==> src/rtl/membank_pkg.sv <==
package membank_pkg;

  localparam int CODE_W = 4;

  typedef struct packed {
    logic [CODE_W-1:0] startCode;
    logic              ilvOn;
    logic              oddBank;
    logic              extA;
    logic              extB;
  } bankCfg_t;

  typedef struct packed {
    logic launch;
    logic retire;
  } ctrlStrobe_t;

  function automatic bankCfg_t decodePins(input logic [CODE_W-1:0] startN,
                                          input logic ilvN, input logic oddN,
                                          input logic extAN, input logic extBN);
    bankCfg_t c;
    c.startCode = ~startN;
    c.ilvOn     = ~ilvN;
    c.oddBank   = ~oddN;
    c.extA      = ~extAN;
    c.extB      = ~extBN;
    return c;
  endfunction

endpackage

==> src/rtl/membank_sync.sv <==
module membank_sync #(
  parameter int W      = 1,
  parameter int STAGES = 2
) (
  input  logic         clk,
  input  logic         rstN,
  input  logic [W-1:0] d,
  output logic [W-1:0] q
);
  logic [W-1:0] stg [STAGES];

  always_ff @(posedge clk) begin
    if (!rstN) begin
      for (int i = 0; i < STAGES; i++) stg[i] <= '0;
    end else begin
      stg[0] <= d;
      for (int i = 1; i < STAGES; i++) stg[i] <= stg[i-1];
    end
  end

  assign q = stg[STAGES-1];
endmodule

==> src/rtl/membank_window.sv <==
module membank_window
  import membank_pkg::*;
#(
  parameter int ADDR_W      = 18,
  parameter bit EXT_SUPPORT = 1'b1
) (
  input  logic [ADDR_W-1:0] addr,
  input  bankCfg_t          cfg,
  output logic              hit
);
  localparam int KW_LSB    = 11;               // 1K words = 2K bytes
  localparam int KW_W      = ADDR_W - KW_LSB;
  localparam int CW        = KW_W + 2;
  localparam int TOP_KW    = 1 << KW_W;
  localparam int RES_KW    = TOP_KW - 4;       // reserved peripheral page
  localparam int BLK_KW    = 8;
  localparam int NORM_SPAN = 2 * BLK_KW;
  localparam int ILV_SPAN  = 4 * BLK_KW;

  logic [CW-1:0] kw, winStart, winEndRaw, winEnd;
  logic          mainHit, extHit, parityOk;
  logic          unusedAddrBits;

  assign kw             = CW'(addr[ADDR_W-1:KW_LSB]);
  assign unusedAddrBits = ^{addr[KW_LSB-1:2], addr[0]};

  always_comb begin
    winStart  = CW'(cfg.startCode) * CW'(BLK_KW);
    winEndRaw = winStart + (cfg.ilvOn ? CW'(ILV_SPAN) : CW'(NORM_SPAN));
    winEnd    = (winEndRaw > CW'(RES_KW)) ? CW'(RES_KW) : winEndRaw;
    mainHit   = (kw >= winStart) && (kw < winEnd);
  end

  generate
    if (EXT_SUPPORT) begin : gExt
      logic [CW-1:0] extEnd;
      always_comb begin
        if (!cfg.extA)     extEnd = CW'(RES_KW);
        else if (cfg.extB) extEnd = CW'(RES_KW + 3);
        else               extEnd = CW'(RES_KW + 2);
        extHit = (kw >= CW'(RES_KW)) && (kw < extEnd);
      end
    end else begin : gNoExt
      logic unusedExtCfg;
      assign unusedExtCfg = cfg.extA ^ cfg.extB;
      assign extHit       = 1'b0;
    end
  endgenerate

  assign parityOk = !cfg.ilvOn || (addr[1] == cfg.oddBank);
  assign hit      = (mainHit || extHit) && parityOk;
endmodule

==> src/rtl/membank_control.sv <==
module membank_control
  import membank_pkg::*;
(
  input  logic        clk,
  input  logic        rstN,
  input  logic        msynS,
  input  logic        busBusyS,
  input  logic        bankSel,
  input  logic        bankBusy,
  input  logic        cycleDone,
  output ctrlStrobe_t strobe
);
  logic msynD;
  logic msynRise;

  always_ff @(posedge clk) begin
    if (!rstN) msynD <= 1'b0;
    else       msynD <= msynS;
  end

  assign msynRise      = msynS && !msynD;
  assign strobe.launch = msynRise && bankSel && !busBusyS && !bankBusy;
  assign strobe.retire = cycleDone && bankBusy;
endmodule

==> src/rtl/membank_datapath.sv <==
module membank_datapath
  import membank_pkg::*;
#(
  parameter int ADDR_W      = 18,
  parameter int SYNC_STAGES = 2,
  parameter bit EXT_SUPPORT = 1'b1
) (
  input  logic              clk,
  input  logic              rstN,
  input  logic [ADDR_W-1:0] busAddr,
  input  logic              busMsyn,
  input  logic              busBusy,
  input  bankCfg_t          cfg,
  input  ctrlStrobe_t       strobe,
  output logic              msynS,
  output logic              busBusyS,
  output logic              bankSel,
  output logic              startPulse,
  output logic              bankBusy
);
  logic [ADDR_W-1:0] addrS;
  logic [1:0]        ctlS;

  membank_sync #(.W(ADDR_W), .STAGES(SYNC_STAGES)) u_addrSync (
    .clk(clk), .rstN(rstN), .d(busAddr), .q(addrS)
  );

  membank_sync #(.W(2), .STAGES(SYNC_STAGES)) u_ctlSync (
    .clk(clk), .rstN(rstN), .d({busMsyn, busBusy}), .q(ctlS)
  );

  assign msynS    = ctlS[1];
  assign busBusyS = ctlS[0];

  membank_window #(.ADDR_W(ADDR_W), .EXT_SUPPORT(EXT_SUPPORT)) u_window (
    .addr(addrS), .cfg(cfg), .hit(bankSel)
  );

  always_ff @(posedge clk) begin
    if (!rstN) begin
      startPulse <= 1'b0;
      bankBusy   <= 1'b0;
    end else begin
      startPulse <= strobe.launch;
      if (strobe.launch)      bankBusy <= 1'b1;
      else if (strobe.retire) bankBusy <= 1'b0;
    end
  end
endmodule

==> src/rtl/membank_select.sv <==
module membank_select
  import membank_pkg::*;
#(
  parameter int ADDR_W      = 18,
  parameter int SYNC_STAGES = 2,
  parameter bit EXT_SUPPORT = 1'b1
) (
  input  logic              clk,
  input  logic              rstN,
  input  logic [ADDR_W-1:0] busAddr,
  input  logic              busMsyn,
  input  logic              busBusy,
  input  logic              cycleDone,
  input  logic [CODE_W-1:0] cfgStartN,
  input  logic              cfgIlvN,
  input  logic              cfgOddN,
  input  logic              cfgExtAN,
  input  logic              cfgExtBN,
  output logic              bankSel,
  output logic              startPulse,
  output logic              bankBusy
);
  bankCfg_t    cfg;
  ctrlStrobe_t strobe;
  logic        msynS, busBusyS;

  assign cfg = decodePins(cfgStartN, cfgIlvN, cfgOddN, cfgExtAN, cfgExtBN);

  membank_datapath #(
    .ADDR_W(ADDR_W), .SYNC_STAGES(SYNC_STAGES), .EXT_SUPPORT(EXT_SUPPORT)
  ) u_dp (
    .clk(clk), .rstN(rstN), .busAddr(busAddr), .busMsyn(busMsyn),
    .busBusy(busBusy), .cfg(cfg), .strobe(strobe), .msynS(msynS),
    .busBusyS(busBusyS), .bankSel(bankSel), .startPulse(startPulse),
    .bankBusy(bankBusy)
  );

  membank_control u_ctl (
    .clk(clk), .rstN(rstN), .msynS(msynS), .busBusyS(busBusyS),
    .bankSel(bankSel), .bankBusy(bankBusy), .cycleDone(cycleDone),
    .strobe(strobe)
  );
endmodule

==> config.mk <==
export PLATFORM = sky130hd
export DESIGN_NAME = membank_select
export DESIGN_NICKNAME = d
export VERILOG_FILES = /design/src/rtl/membank_pkg.sv /design/src/rtl/membank_sync.sv /design/src/rtl/membank_window.sv /design/src/rtl/membank_control.sv /design/src/rtl/membank_datapath.sv /design/src/rtl/membank_select.sv
export SDC_FILE = /design/constraint.sdc
export NUM_CORES = 1
export LEC_CHECK = 0
export BUFFER_PORTS_ARGS = -buffer_cell sky130_fd_sc_hd__clkbuf_2
export CAP_MARGIN = 40
export CORE_UTILIZATION = 47
export CTS_CLUSTER_DIAMETER = 120
export DETAILED_ROUTE_END_ITERATION = 8
export GPL_ROUTABILITY_DRIVEN = 0
export PLACE_DENSITY = 0.81
export SLEW_MARGIN = 20
export SYNTH_ARGS = -nofsm -noshare
export SYNTH_HDL_FRONTEND = slang
export SYNTH_SLANG_ARGS = --single-unit
==> constraint.sdc <==
create_clock -name clk -period 4.77 [get_ports clk]
set_clock_uncertainty 0.05 [all_clocks]
set_input_delay 1.431 -clock clk [delete_from_list [all_inputs] [get_ports clk]]
set_output_delay 1.431 -clock clk [all_outputs]
set_load 0.05 [all_outputs]
# Yosys cells after proc, flatten, opt, wreduce, memory -nomap -nowiden
# Memory sizes are Yosys's and may differ from the RTL's.
# Index checks and enable logic that the tools add are counted.
[word_totals]
register_bits = 3
ram_bits = 40
out_inout_bits = 3
word_cells = 44
n_memories = 2
[op_classes]
addsub = 1
n_lt_le_gt_ge = 5
n_eq_ne = 1
n_mux = 12
bitwise_logic = 6
n_reduce_logical = 14
[memory_table]
columns = ["memory", "words", "width", "rd", "rd_clocked_by_memory_dff", "wr", "line", "text"]
rows = [
  ["u_dp.u_addrSync.stg", 2, 18, 2, 0, 2, "membank_sync.sv:10", "logic [W-1:0] stg [STAGES];"],
  ["u_dp.u_ctlSync.stg", 2, 2, 2, 0, 2, "membank_sync.sv:10", ""],
]
[ops]
columns = ["operator", "n"]
rows = [
  ["$mux 18", 2],
  ["$lt 7x9->1", 1],
  ["$add 7x6->8", 1],
  ["$gt 8x7->1 const B", 1],
  ["$logic_and 1x1->1", 8],
  ["$lt 7x8->1", 1],
  ["$mux 8", 1],
  ["$ge 7x7->1", 1],
  ["$ge 7x7->1 const B", 1],
  ["$mux 2", 3],
  ["$mux 6", 1],
  ["$mux 1", 5],
  ["$not 4->4", 1],
  ["$or 1x1->1", 4],
  ["$logic_not 1->1", 3],
  ["$logic_or 1x1->1", 2],
  ["$reduce_bool 2->1", 1],
  ["$eq 1x1->1", 1],
  ["$not 1->1", 1],
]

# Logic depth before layout (Yosys ltp)
# Gate-level depths: netlist of run 1.
[logic_depth]
word_depth = 12
mapped_depth = 10
ltp_nobuf = 10

# Hierarchy
# From an unflattened synthesis of run 1, not the netlist that was laid out.
[unflattened]
cells_unflattened = 166
hier_area_um2 = 1742.9
[by_module_without_submodules]
columns = ["module", "instances", "cells_each", "area_per_inst_um2", "seq_area_each_um2"]
rows = [
  ["membank_sync (u_dp.u_addrSync)", 1, 93, 1141.1, 720.7],
  ["membank_window", 1, 45, 336.6, 0.0],
  ["membank_sync (u_dp.u_ctlSync)", 1, 10, 120.1, 80.1],
  ["membank_datapath", 1, 5, 67.6, 40.0],
  ["membank_control", 1, 5, 47.5, 20.0],
  ["membank_select", 1, 8, 30.0, 0.0],
]

# Least setup slack after synthesis of run 1
# Ideal clock, no wire load.
[synth_path]
path_type = "in2out"
start = "input cfgStartN[1]"
end = "output bankSel"
arrival_time_ps = 3170
t_required_ps = 3289
slack_ps = 119
cell_stages = 8
n_path_buf = 0
cell_sequence = "inv_1 -> ha_1 -> fa_1 -> nor2_1 -> ha_1 -> a21o_1 -> a211oi_1 -> a31o_4"
[synth_via]
elab_chain_len = 8
[synth_rtl]
columns = ["element", "line", "text"]
rows = [
  ["from (decl)", "membank_select.sv:14", "input logic [CODE_W-1:0] cfgStartN,"],
  ["$not 4->4 *", "membank_pkg.sv:22", "c.startCode = ~startN;"],
  ["$add 7x6->8", "membank_window.sv:29", "winEndRaw = winStart + (cfg.ilvOn ? CW'(ILV_SPAN) : CW'(NORM_SPAN));"],
  ["$gt 8x7->1", "membank_window.sv:30", "winEnd = (winEndRaw > CW'(RES_KW)) ? CW'(RES_KW) : winEndRaw;"],
  ["$mux 8", "membank_window.sv:30", ""],
  ["$lt 7x8->1", "membank_window.sv:31", "mainHit = (kw >= winStart) && (kw < winEnd);"],
  ["$logic_and 1x1->1 *", "membank_window.sv:31", ""],
  ["$logic_or 1x1->1 *", "membank_window.sv:51", "assign hit = (mainHit || extHit) && parityOk;"],
  ["$logic_and 1x1->1 *", "membank_window.sv:51", ""],
  ["to (decl)", "membank_select.sv:19", "output logic bankSel,"],
]
# Every way passes the cells marked *; elsewhere a longest branch is shown, timed or not.

# Final worst setup path of run 1
[layout_path]
start = "input cfgIlvN"
end = "output bankSel"
[layout_via]
elab_chain_len = 8
[layout_rtl]
columns = ["element", "line", "text"]
rows = [
  ["from (decl)", "membank_select.sv:15", "input logic cfgIlvN,"],
  ["$mux 6", "membank_window.sv:29", ""],
  ["$add 7x6->8", "membank_window.sv:29", ""],
  ["$gt 8x7->1", "membank_window.sv:30", ""],
  ["$mux 8", "membank_window.sv:30", ""],
  ["$lt 7x8->1", "membank_window.sv:31", ""],
  ["$logic_and 1x1->1", "membank_window.sv:31", ""],
  ["$logic_or 1x1->1", "membank_window.sv:51", ""],
  ["$logic_and 1x1->1 *", "membank_window.sv:51", ""],
]
# Marks and branches as above.

==> impl_metrics.env, run 1 <==
export IMPL_status="completed"
export IMPL_antenna_found_initial=0
export IMPL_syn_to_final_growth_pct=27.6
export IMPL_finalHoldViolCount=0
export IMPL_instances_no_fill=151
export IMPL_ioPinCount=34
export IMPL_slew_violations=0
export IMPL_first_iter_violations=2
export IMPL_timing_fmax_ghz=0.210
export IMPL_whs_ns=0.392
export IMPL_end_kind="primary output"
export IMPL_async_reset_ff_share_pct=0
export IMPL_fp_dieH_um=47.4
export IMPL_antennaDiodeCount=0
export IMPL_netlist_instances=93
export IMPL_cp_slowest_stage_delay_ns=0.48
export IMPL_core_area_um2=1940
export IMPL_nets=168
export IMPL_yosysTopAreaCell="dfxtp_1"
export IMPL_syn_area_um2=968
export IMPL_cts_tree="built"
export IMPL_final_min_clock_period_ns=4.75
export IMPL_cts_root_buf="clkbuf_4"
export IMPL_start_kind="input pin"
export IMPL_placed_cells=147
export IMPL_grt_pass1_wl_um=2410
export IMPL_netlist_area_leader_share_pct=47.5
export IMPL_ant_nets=0
export IMPL_slew_headroom_pct=74.1
export IMPL_path_class="input pin to primary output"
export IMPL_syn_area_per_cell_um2=10.4
export IMPL_dp_hpwl_um=1170
export IMPL_numCtsBuffers=3
export IMPL_clock_sinks=23
export IMPL_dieWidth_um=47.4
export IMPL_crit_chain="clkbuf_2 > ha_4 > fa_1 > nor2_1 > ha_1 > a21o_1 > a211oi_2 > a31o_4 > clkbuf_16"
export IMPL_powerDensity_nw_per_um2=281
export IMPL_synth_edf_count=0
export IMPL_postCtsSetupBuffers=0
export IMPL_fin_total_pwr_uw=347
export IMPL_portBuffers=23
export IMPL_first_global_vias=638
export IMPL_setup_viol_count_final=0
export IMPL_crit_required_ns=3.29
export IMPL_drc_errors=0
export IMPL_rows=16
export IMPL_routed_wirelength_um=1510
export IMPL_period_share_pct=99.7
export IMPL_cap_violations=0
export IMPL_rsz0062_at_grt="true"
export IMPL_grt_max_degree=23
export IMPL_hold_class="flop to flop"
export IMPL_wire_per_inst_um=10.0
export IMPL_synth_fp_nets=136
export IMPL_layout_drive_gt1_share_pct=32.3
export IMPL_synth_cell_types=28
export IMPL_ys_ff_latch=23
export IMPL_vias_per_cell=4.74
export IMPL_worst_skew_pair_late_latency_ns=0.29
export IMPL_ctsHtreeMaxLevel=1
export IMPL_vdd_drop_max_v=0.000239
export IMPL_track_usage_pct=16.0
export IMPL_synth_warnings=0
export IMPL_vias=715
export IMPL_tightest_slew_ns=0.385
export IMPL_cp_arrival_ns=3.27
export IMPL_dieArea_um2=2250
export IMPL_initial_core_util_pct=49.9
export IMPL_clk_path_buf_depth=2
export IMPL_grt_overflow_total=0
export IMPL_synth_area_leaders="dfxtp_1, ha_1, and2_1, inv_1, fa_1"
export IMPL_path_max_fanout=3
export IMPL_p_leak_nw=0.609
export IMPL_seq_area_frac_synth_pct=47.5
export IMPL_tns_ns=0
export IMPL_synthFlopType="dfxtp_1"
export IMPL_cp_slowest_cell="fa_1"
export IMPL_clkTransAtPathRegs_ns=0.11
export IMPL_drt_pass1_iter_count=3
-- final timing paths --
kind / start / to / slack (ns) / cells past startpoint
hold reg to reg: u_dp.u_addrSync.stg[0][17] / u_dp.u_addrSync.stg[0][35] / 0.39 / 1
setup / recovery: cfgIlvN / bankSel / 0.02 / 9
hold / removal: u_dp.u_addrSync.stg[0][17] / u_dp.u_addrSync.stg[0][35] / 0.39 / 1
setup reg to reg: u_dp.u_addrSync.stg[0][32] / u_dp.startPulse / 2.93 / 8
-- critical path, delay by kind of cell --
family | cells | cell delay (ns)
buf+inv | 2 | 0.27
simple gates | 1 | 0.05
compound gates | 3 | 0.56
fa+ha+maj | 3 | 0.95
-- power by group --
| group | total [mW] | switching, mW | internal, mW |
|---|---|---|---|
| sequential | 0.203 | 0.00289 | 0.200 |
| combinational | 0.0609 | 0.0280 | 0.0329 |
| clock | 0.0829 | 0.0516 | 0.0312 |
-- cell usage after synthesis (2+ instances only) --
master,n
and2_1,20
a21oi_1,2
clkbuf_1,2
nor2_1,5
inv_1,7
dfxtp_1,23
nand2_1,2
ha_1,11
nand3_1,2
-- routing by layer --
metal | vias to the layer above | global-route usage (%) | share of wire (%)
met5 | - | 0 | 0
met1 | 321 | 18.5 | 45
li1 | 375 | - | -
met3 | 4 | 3.46 | 3.2
met2 | 15 | 26.6 | 49
met4 | 0 | 10.3 | 2.7
-- cell usage in the layout (no fill, tap or decap), drive strengths merged, types with 2 or more instances in the layout --
master | Yosys | final
inv | 7 | 7
nor2 | 5 | 5
dfxtp | 23 | 23
ha | 11 | 11
and2 | 20 | 20
o31a | 2 | 2
a31o | 2 | 2
nand3 | 2 | 2
nand2 | 2 | 2
buf | 0 | 7
a21oi | 2 | 2
clkbuf | 2 | 25
-- registers in the layout, indices dropped and copies added (netlist names) --
name	cells
u_dp.u_addrSync.stg	16
u_dp.u_ctlSync.stg	4
u_ctl.msynD	1
u_dp.bankBusy	1
u_dp.startPulse	1
-- stage by stage --
step | util [%] | worst slack [ns] | cell area (um^2)
after floorplan | - | 0.119 | 968
after global placement | 59.5 | -0.181 | 1150
after detailed placement | 59.5 | -0.255 | 1150
after CTS | 62.8 | 0.00472 | 1220
after global routing | 63.7 | -0.0957 | 1240
final | 63.7 | 0.0164 | 1240
-- cell families after synthesis --
kind of cell | synth area share [%]
compound gates | 9.43
xor+xnor | 0.905
fa+ha+maj | 16.3
buf+inv | 3.49
flops | 47.5
simple gates | 22.4
-- area by class of cell --
class,count,area (um^2)
clock buffer,3,22.5
clock inverter,1,5.00
fill,172,706
inverter,7,26.3
multi-input combinational,61,502
sequential,23,460
tap,27,33.8
timing repair buffer,29,186
-- timing repair --
item / 4_1_cts / 5_1_grt
endpoints found under the setup margin: 1 / 1
hold buffers: 0 / 0
gates resized for setup: 7 / 3
pin swaps: 2 / 1
Power figures use the tool's default switching activity.
==> run 2: changes to the inputs <==
--- a/config.mk
+++ b/config.mk
@@ -7,12 +7,13 @@
 export LEC_CHECK = 0
 export BUFFER_PORTS_ARGS = -buffer_cell sky130_fd_sc_hd__clkbuf_2
 export CAP_MARGIN = 40
-export CORE_UTILIZATION = 47
+export CORE_UTILIZATION = 55
 export CTS_CLUSTER_DIAMETER = 120
 export DETAILED_ROUTE_END_ITERATION = 8
 export GPL_ROUTABILITY_DRIVEN = 0
-export PLACE_DENSITY = 0.81
+export PLACE_DENSITY = 0.85
 export SLEW_MARGIN = 20
 export SYNTH_ARGS = -nofsm -noshare
 export SYNTH_HDL_FRONTEND = slang
+export SYNTH_HIERARCHICAL = 1
 export SYNTH_SLANG_ARGS = --single-unit
==> run 2 against run 1 <==
The run now ends with negative setup slack left. Non-clock buffer count did not move. Global-route usage hardly changed. Highest routed layer unchanged. Via count increased by 4.3%. Combinational power rose by 2%. Utilization rose by 7.0 points. Maximum frequency decreased by 2.4%. First-iteration DRC count rose to 7.5 times the previous value. Wire length is 4.6% higher.
==> impl_metrics.env, run 2 <==
export IMPL_status="finished with violations"
export IMPL_violations="negative setup slack"
export IMPL_synth_warnings=6
export IMPL_track_usage_pct=16.1
export IMPL_slew_violations=0
export IMPL_whs_ns=0.396
export IMPL_hold_class="flop to flop"
export IMPL_clock_sinks=23
export IMPL_dieArea_um2=2220
export IMPL_clkPwrFrac_pct=24.2
export IMPL_initial_core_util_pct=61.4
export IMPL_whs_path_depth=1
export IMPL_largest_reg_flops=16
export IMPL_rows=15
export IMPL_syn_to_final_growth_pct=15.1
export IMPL_timing_fmax_ghz=0.205
export IMPL_power_internal_uw=264
export IMPL_p_sw_share_pct=24.6
export IMPL_vias=746
export IMPL_reg2reg_from="u_dp/u_addrSync/stg[0][32]"
export IMPL_worst_skew_pair_late_latency_ns=0.31
export IMPL_netlist_instances=116
export IMPL_vias_per_cell=4.63
export IMPL_reg2reg_slack_ns=2.81
export IMPL_syn_area_per_cell_um2=9.63
export IMPL_fp_dieH_um=47.1
export IMPL_finalHoldViolCount=0
export IMPL_r2r_end="u_dp/bankBusy"
export IMPL_min_to="u_dp/u_ctlSync/stg[0][3]"
export IMPL_powerDensity_nw_per_um2=272
export IMPL_fin_total_pwr_uw=350
export IMPL_grt_overflow_total=0
export IMPL_r2r_cells=10
export IMPL_wire_per_inst_um=9.83
export IMPL_setup_ws_ns=-0.102
export IMPL_layout_drive_gt1_share_pct=41.9
export IMPL_tightest_slew_ns=0.316
export IMPL_rsz0062_at_grt="true"
export IMPL_core_area_um2=1820
export IMPL_start_kind="input pin"
export IMPL_seq_power_share_pct=58.1
export IMPL_numCtsBuffers=3
export IMPL_slew_headroom_pct=78.9
export IMPL_drc_errors=0
export IMPL_p_comb_share_pct=17.7
export IMPL_end_kind="primary output"
export IMPL_synth_fp_nets=159
export IMPL_grt_pass1_wl_um=2440
export IMPL_path_class="input pin to primary output"
export IMPL_ant_nets=0
export IMPL_final_min_clock_period_ns=4.87
export IMPL_clk_path_buf_depth=2
export IMPL_mostFrequentLayoutCells="dfxtp_1, clkbuf_2, and2_2, inv_1, ha_1"
export IMPL_routed_wirelength_um=1580
export IMPL_ioPinCount=34
export IMPL_period_share_pct=102
export IMPL_cts_tree="built"
export IMPL_cts_root_buf="clkbuf_4"
export IMPL_holdBufCountCts=0
export IMPL_path_max_fanout=3
export IMPL_dieWidth_um=47.1
export IMPL_ctsHtreeMaxLevel=1
export IMPL_first_global_vias=673
export IMPL_fillers=148
export IMPL_netSwitchingPower_uw=86.1
export IMPL_first_iter_violations=15
export IMPL_drt_pass1_iter_count=4
export IMPL_portBuffers=23
export IMPL_dp_hpwl_um=1220
export IMPL_antenna_found_initial=0
export IMPL_vdd_drop_max_v=0.000221
export IMPL_reg_top3="u_dp/u_addrSync/stg: 16 flops, u_dp/u_ctlSync/stg: 4 flops"
export IMPL_p_leak_nw=0.656
export IMPL_clkTransAtPathRegs_ns=0.12
export IMPL_final_common_cell="dfxtp_1"
export IMPL_nets=180
export IMPL_regMostFlops="u_dp/u_addrSync/stg"
export IMPL_cap_violations=0
export IMPL_grt_max_degree=24
export IMPL_hold_start="u_dp/u_ctlSync/stg[0][1]"
export IMPL_crit_required_ns=3.29
export IMPL_syn_area_um2=1120
export IMPL_cp_arrival_ns=3.39
export IMPL_antennaDiodeCount=0
export IMPL_setup_viol_count_final=1
run 2: changes by cell type in the layout (fill, tap and decap cells not counted), sizes merged, moves of 2 or more:
cell	change
a31o	-2
and2	+3
inv	+8
o21ai	+2
o31a	-2
run 2: power by group through the flow:
stage	clock (mW)	combinational, mW	sequential (mW)
6_report	0.0850	0.0619	0.203
5_1_grt	0.0966	0.0691	0.204
4_1_cts	0.0886	0.0603	0.204
3_5_place_dp	0	0.0553	0.208
3_3_place_gp	0	0.0523	0.208
2_1_floorplan	0	0.0408	0.207
run 2: metal layers:
layer / GRT usage, % / wire length, um / up-vias
li1: - / - / 404
met1: 15.6 / 683 / 312
met2: 29.7 / 809 / 25
met3: 4.62 / 67 / 5
met4: 9.71 / 21 / 0
met5: 0 / 0 / -
run 2: layout make-up:
class	count	area (um^2)	share of cell area [%]
multi-input combinational	65	538	41.8
timing repair buffer	29	170	13.2
inverter	15	58.8	4.57
tap	25	31.3	2.43
sequential	23	460	35.8
clock buffer	3	22.5	1.75
clock inverter	1	5.00	0.389
run 2: worst max-delay path by stage:
stage / start / to / depth (start not counted)
after floorplan: cfgIlvN / bankSel / 10
after global placement: cfgIlvN / bankSel / 12
after detailed placement: cfgIlvN / bankSel / 12
after CTS: cfgIlvN / bankSel / 12
after global routing: cfgIlvN / bankSel / 12
final: cfgIlvN / bankSel / 12
run 2: metrics by stage:
step	instance area, um^2	instances	setup slack (ns)	utilization [%]	setup TNS, ns
finish	1290	161	-0.102	70.7	-0.102
global route	1290	161	-0.216	70.7	-0.216
CTS	1280	161	-0.103	70.4	-0.103
detailed placement	1230	156	-0.262	67.4	-0.262
global placement	1230	156	-0.217	67.4	-0.217
floorplan	1130	116	0.0137	-	0
run 2: critical path, stage by stage:
cell and delay (ns):
clkbuf_2 0.10, inv_4 0.06, inv_2 0.04, ha_4 0.15
fa_1 0.48, nor2_1 0.05, ha_1 0.30, a21o_1 0.18
a21oi_2 0.12, o211ai_1 0.14, o21ai_4 0.18, buf_8 0.16
run 2: repair_timing:
item                                    CTS  global route
pin swaps                                 3             0
endpoints found under the setup margin    1             1
setup buffers                             1             0
resized for setup                         4             2
==> run 3: changes to the inputs <==
--- a/config.mk
+++ b/config.mk
@@ -11,6 +11,7 @@
 export CTS_CLUSTER_DIAMETER = 120
 export DETAILED_ROUTE_END_ITERATION = 8
 export GPL_ROUTABILITY_DRIVEN = 0
+export HOLD_SLACK_MARGIN = 0.02
 export PLACE_DENSITY = 0.85
 export SLEW_MARGIN = 20
 export SYNTH_ARGS = -nofsm -noshare
==> constraint.sdc (replaced) <==
create_clock -name clk -period 4.5 [get_ports clk]
set_clock_uncertainty 0.05 [all_clocks]
set_input_delay 1.35 -clock clk [delete_from_list [all_inputs] [get_ports clk]]
set_output_delay 1.35 -clock clk [all_outputs]
set_load 0.05 [all_outputs]
==> run 3 against run 2 <==
The flow still finishes with violations (negative setup slack). Sequential share of layout area fell by 0.31 points. Global-route usage increased by 1.4 points. Combinational power up 11%. Final area is 0.88% higher. Critical path depth unchanged. Die area stayed put. Wire length grew 7.5%. Count of clock-buffer cells in the layout did not move. Sequential power increased by 6%. Clock power up 5.6%. Critical path type unchanged. Critical endpoint unchanged. Largest power group unchanged.
==> impl_metrics.env, run 3 (synthesis gave the netlist of run 2 again) <==
export IMPL_grt_pass1_wl_um=2600
export IMPL_first_global_vias=702
export IMPL_nets=181
export IMPL_ctsHtreeMaxLevel=1
export IMPL_tns_ns=-0.211
export IMPL_path_max_fanout=3
export IMPL_drc_errors=0
export IMPL_crit_chain="clkbuf_2 > inv_4 > inv_2 > ha_4 > fa_1 > nor2_1 > ha_1 > a21o_1 > a21oi_2 > o211ai_1 > o21ai_4 > buf_8"
export IMPL_dp_hpwl_um=1300
export IMPL_start_kind="input pin"
export IMPL_layout_drive_gt1_share_pct=43.1
export IMPL_portBuffers=23
export IMPL_grt_max_degree=24
export IMPL_vias=762
export IMPL_initial_core_util_pct=61.4
export IMPL_first_iter_violations=8
export IMPL_drt_pass1_iter_count=4
export IMPL_seq_power_share_pct=57.7
export IMPL_status="finished with violations"
export IMPL_ant_nets=0
export IMPL_antennaDiodeCount=0
export IMPL_setup_viol_count_final=1
export IMPL_netSwitchingPower_uw=92.6
export IMPL_instances_no_fill=162
export IMPL_worst_skew_pair_late_latency_ns=0.30
export IMPL_cts_root_buf="clkbuf_4"
export IMPL_fin_total_pwr_uw=374
export IMPL_vias_per_cell=4.70
export IMPL_numCtsBuffers=3
export IMPL_p_sw_share_pct=24.7
export IMPL_slew_headroom_pct=77.9
export IMPL_hold_class="flop to flop"
export IMPL_regMostFlops="u_dp/u_addrSync/stg"
export IMPL_mostFrequentLayoutCells="dfxtp_1, clkbuf_2, and2_2, inv_1, ha_1"
export IMPL_dieWidth_um=47.1
export IMPL_power_internal_uw=282
export IMPL_rows=15
export IMPL_fp_dieH_um=47.1
export IMPL_largest_reg_flops=16
export IMPL_clkPwrFrac_pct=24.0
export IMPL_path_class="input pin to primary output"
export IMPL_finalHoldViolCount=0
export IMPL_cap_violations=0
export IMPL_final_min_clock_period_ns=4.71
export IMPL_multi_input_area_um2=542
export IMPL_antenna_found_initial=0
export IMPL_routed_wirelength_um=1700
export IMPL_cp_slowest_stage_delay_ns=0.48
export IMPL_crit_required_ns=3.10
export IMPL_track_usage_pct=17.4
export IMPL_vdd_drop_max_v=0.000289
export IMPL_ioPinCount=34
export IMPL_setup_ws_ns=-0.211
export IMPL_violations="negative setup slack"
export IMPL_end_kind="primary output"
export IMPL_grt_overflow_total=0
export IMPL_clkTransAtPathRegs_ns=0.11
export IMPL_p_comb_share_pct=18.3
export IMPL_period_share_pct=105
export IMPL_placed_cells=156
export IMPL_reg2reg_slack_ns=2.40
export IMPL_wire_per_inst_um=10.5
export IMPL_cp_slowest_cell="fa_1"
export IMPL_syn_to_final_growth_pct=16.1
export IMPL_clock_sinks=23
export IMPL_tightest_slew_ns=0.330
export IMPL_regArea_um2=460
export IMPL_timing_fmax_ghz=0.212
export IMPL_dieArea_um2=2220
export IMPL_slew_violations=0
export IMPL_core_area_um2=1820
export IMPL_fillers=138
export IMPL_cts_tree="built"
export IMPL_clk_path_buf_depth=2
export IMPL_powerDensity_nw_per_um2=288
export IMPL_p_leak_nw=0.661
export IMPL_final_common_cell="dfxtp_1"
export IMPL_reg_top3="u_dp/u_addrSync/stg: 16 flops, u_dp/u_ctlSync/stg: 4 flops"
export IMPL_fin_util_pct=71.3
export IMPL_cp_arrival_ns=3.31
export IMPL_rsz0062_at_grt="true"
==> run 3: cell count changes in the layout (fill, tap and decap cells not counted), sizes merged <==
cell and change:
buf +1
==> run 3: through the flow <==
step | worst slack, ns | hold WS, ns | cell area [um^2]
2_1_floorplan | -0.0827 | 0.356 | 1130
3_3_place_gp | -0.314 | 0.359 | 1230
3_5_place_dp | -0.340 | 0.375 | 1230
4_1_cts | -0.198 | 0.401 | 1290
5_1_grt | -0.313 | 0.419 | 1300
6_report | -0.211 | 0.400 | 1300
==> run 3: per-layer routing <==
layer  track usage (%)  vias to the layer above  part of all wire, %
met2              32.2                       21                   50
li1                  -                      404                    -
met1              16.8                      333                   44
met5                 0                        -                    0
met4              12.6                        0                  2.6
met3              3.85                        4                  3.3
==> run 3: cell type report <==
class	count	area share (%)
multi-input cells	65	41.8
flip-flops and latches	23	35.5
repair buffers	30	13.7
inverters	15	4.53
well taps	25	2.41
clock buffers	3	1.74
clock inverters	1	0.386
==> run 3: power by group through the flow <==
stage	sequential, mW	combinational, mW	clock, mW
after floorplan	0.219	0.0432	0
after detailed placement	0.221	0.0588	0
after global placement	0.220	0.0555	0
final	0.216	0.0686	0.0898
after global routing	0.217	0.0757	0.102
after CTS	0.216	0.0656	0.0922
==> run 3: worst paths after layout <==
path,start,end,cells after the start
max,cfgIlvN,bankSel,12
min,u_dp/u_addrSync/stg[0][16],u_dp/u_addrSync/stg[0][34],1
max reg2reg,u_dp/u_addrSync/stg[0][32],u_dp/bankBusy,11
min reg2reg,u_dp/u_addrSync/stg[0][16],u_dp/u_addrSync/stg[0][34],1
==> run 3: critical path, delay by kind of cell <==
family | cells | cell delay, ns
adder cells (fa/ha/maj) | 3 | 0.93
AO/OA/AOI/OAI | 4 | 0.62
buffers and inverters | 4 | 0.36
AND/OR/NAND/NOR | 1 | 0.05
==> run 3: repair_timing <==
action | in CTS | in global routing
gates resized for setup | 4 | 3
buffers inserted | 2 | 0
endpoints found under the setup margin | 1 | 1
pin swaps | 3 | 0
hold buffers | 0 | 0
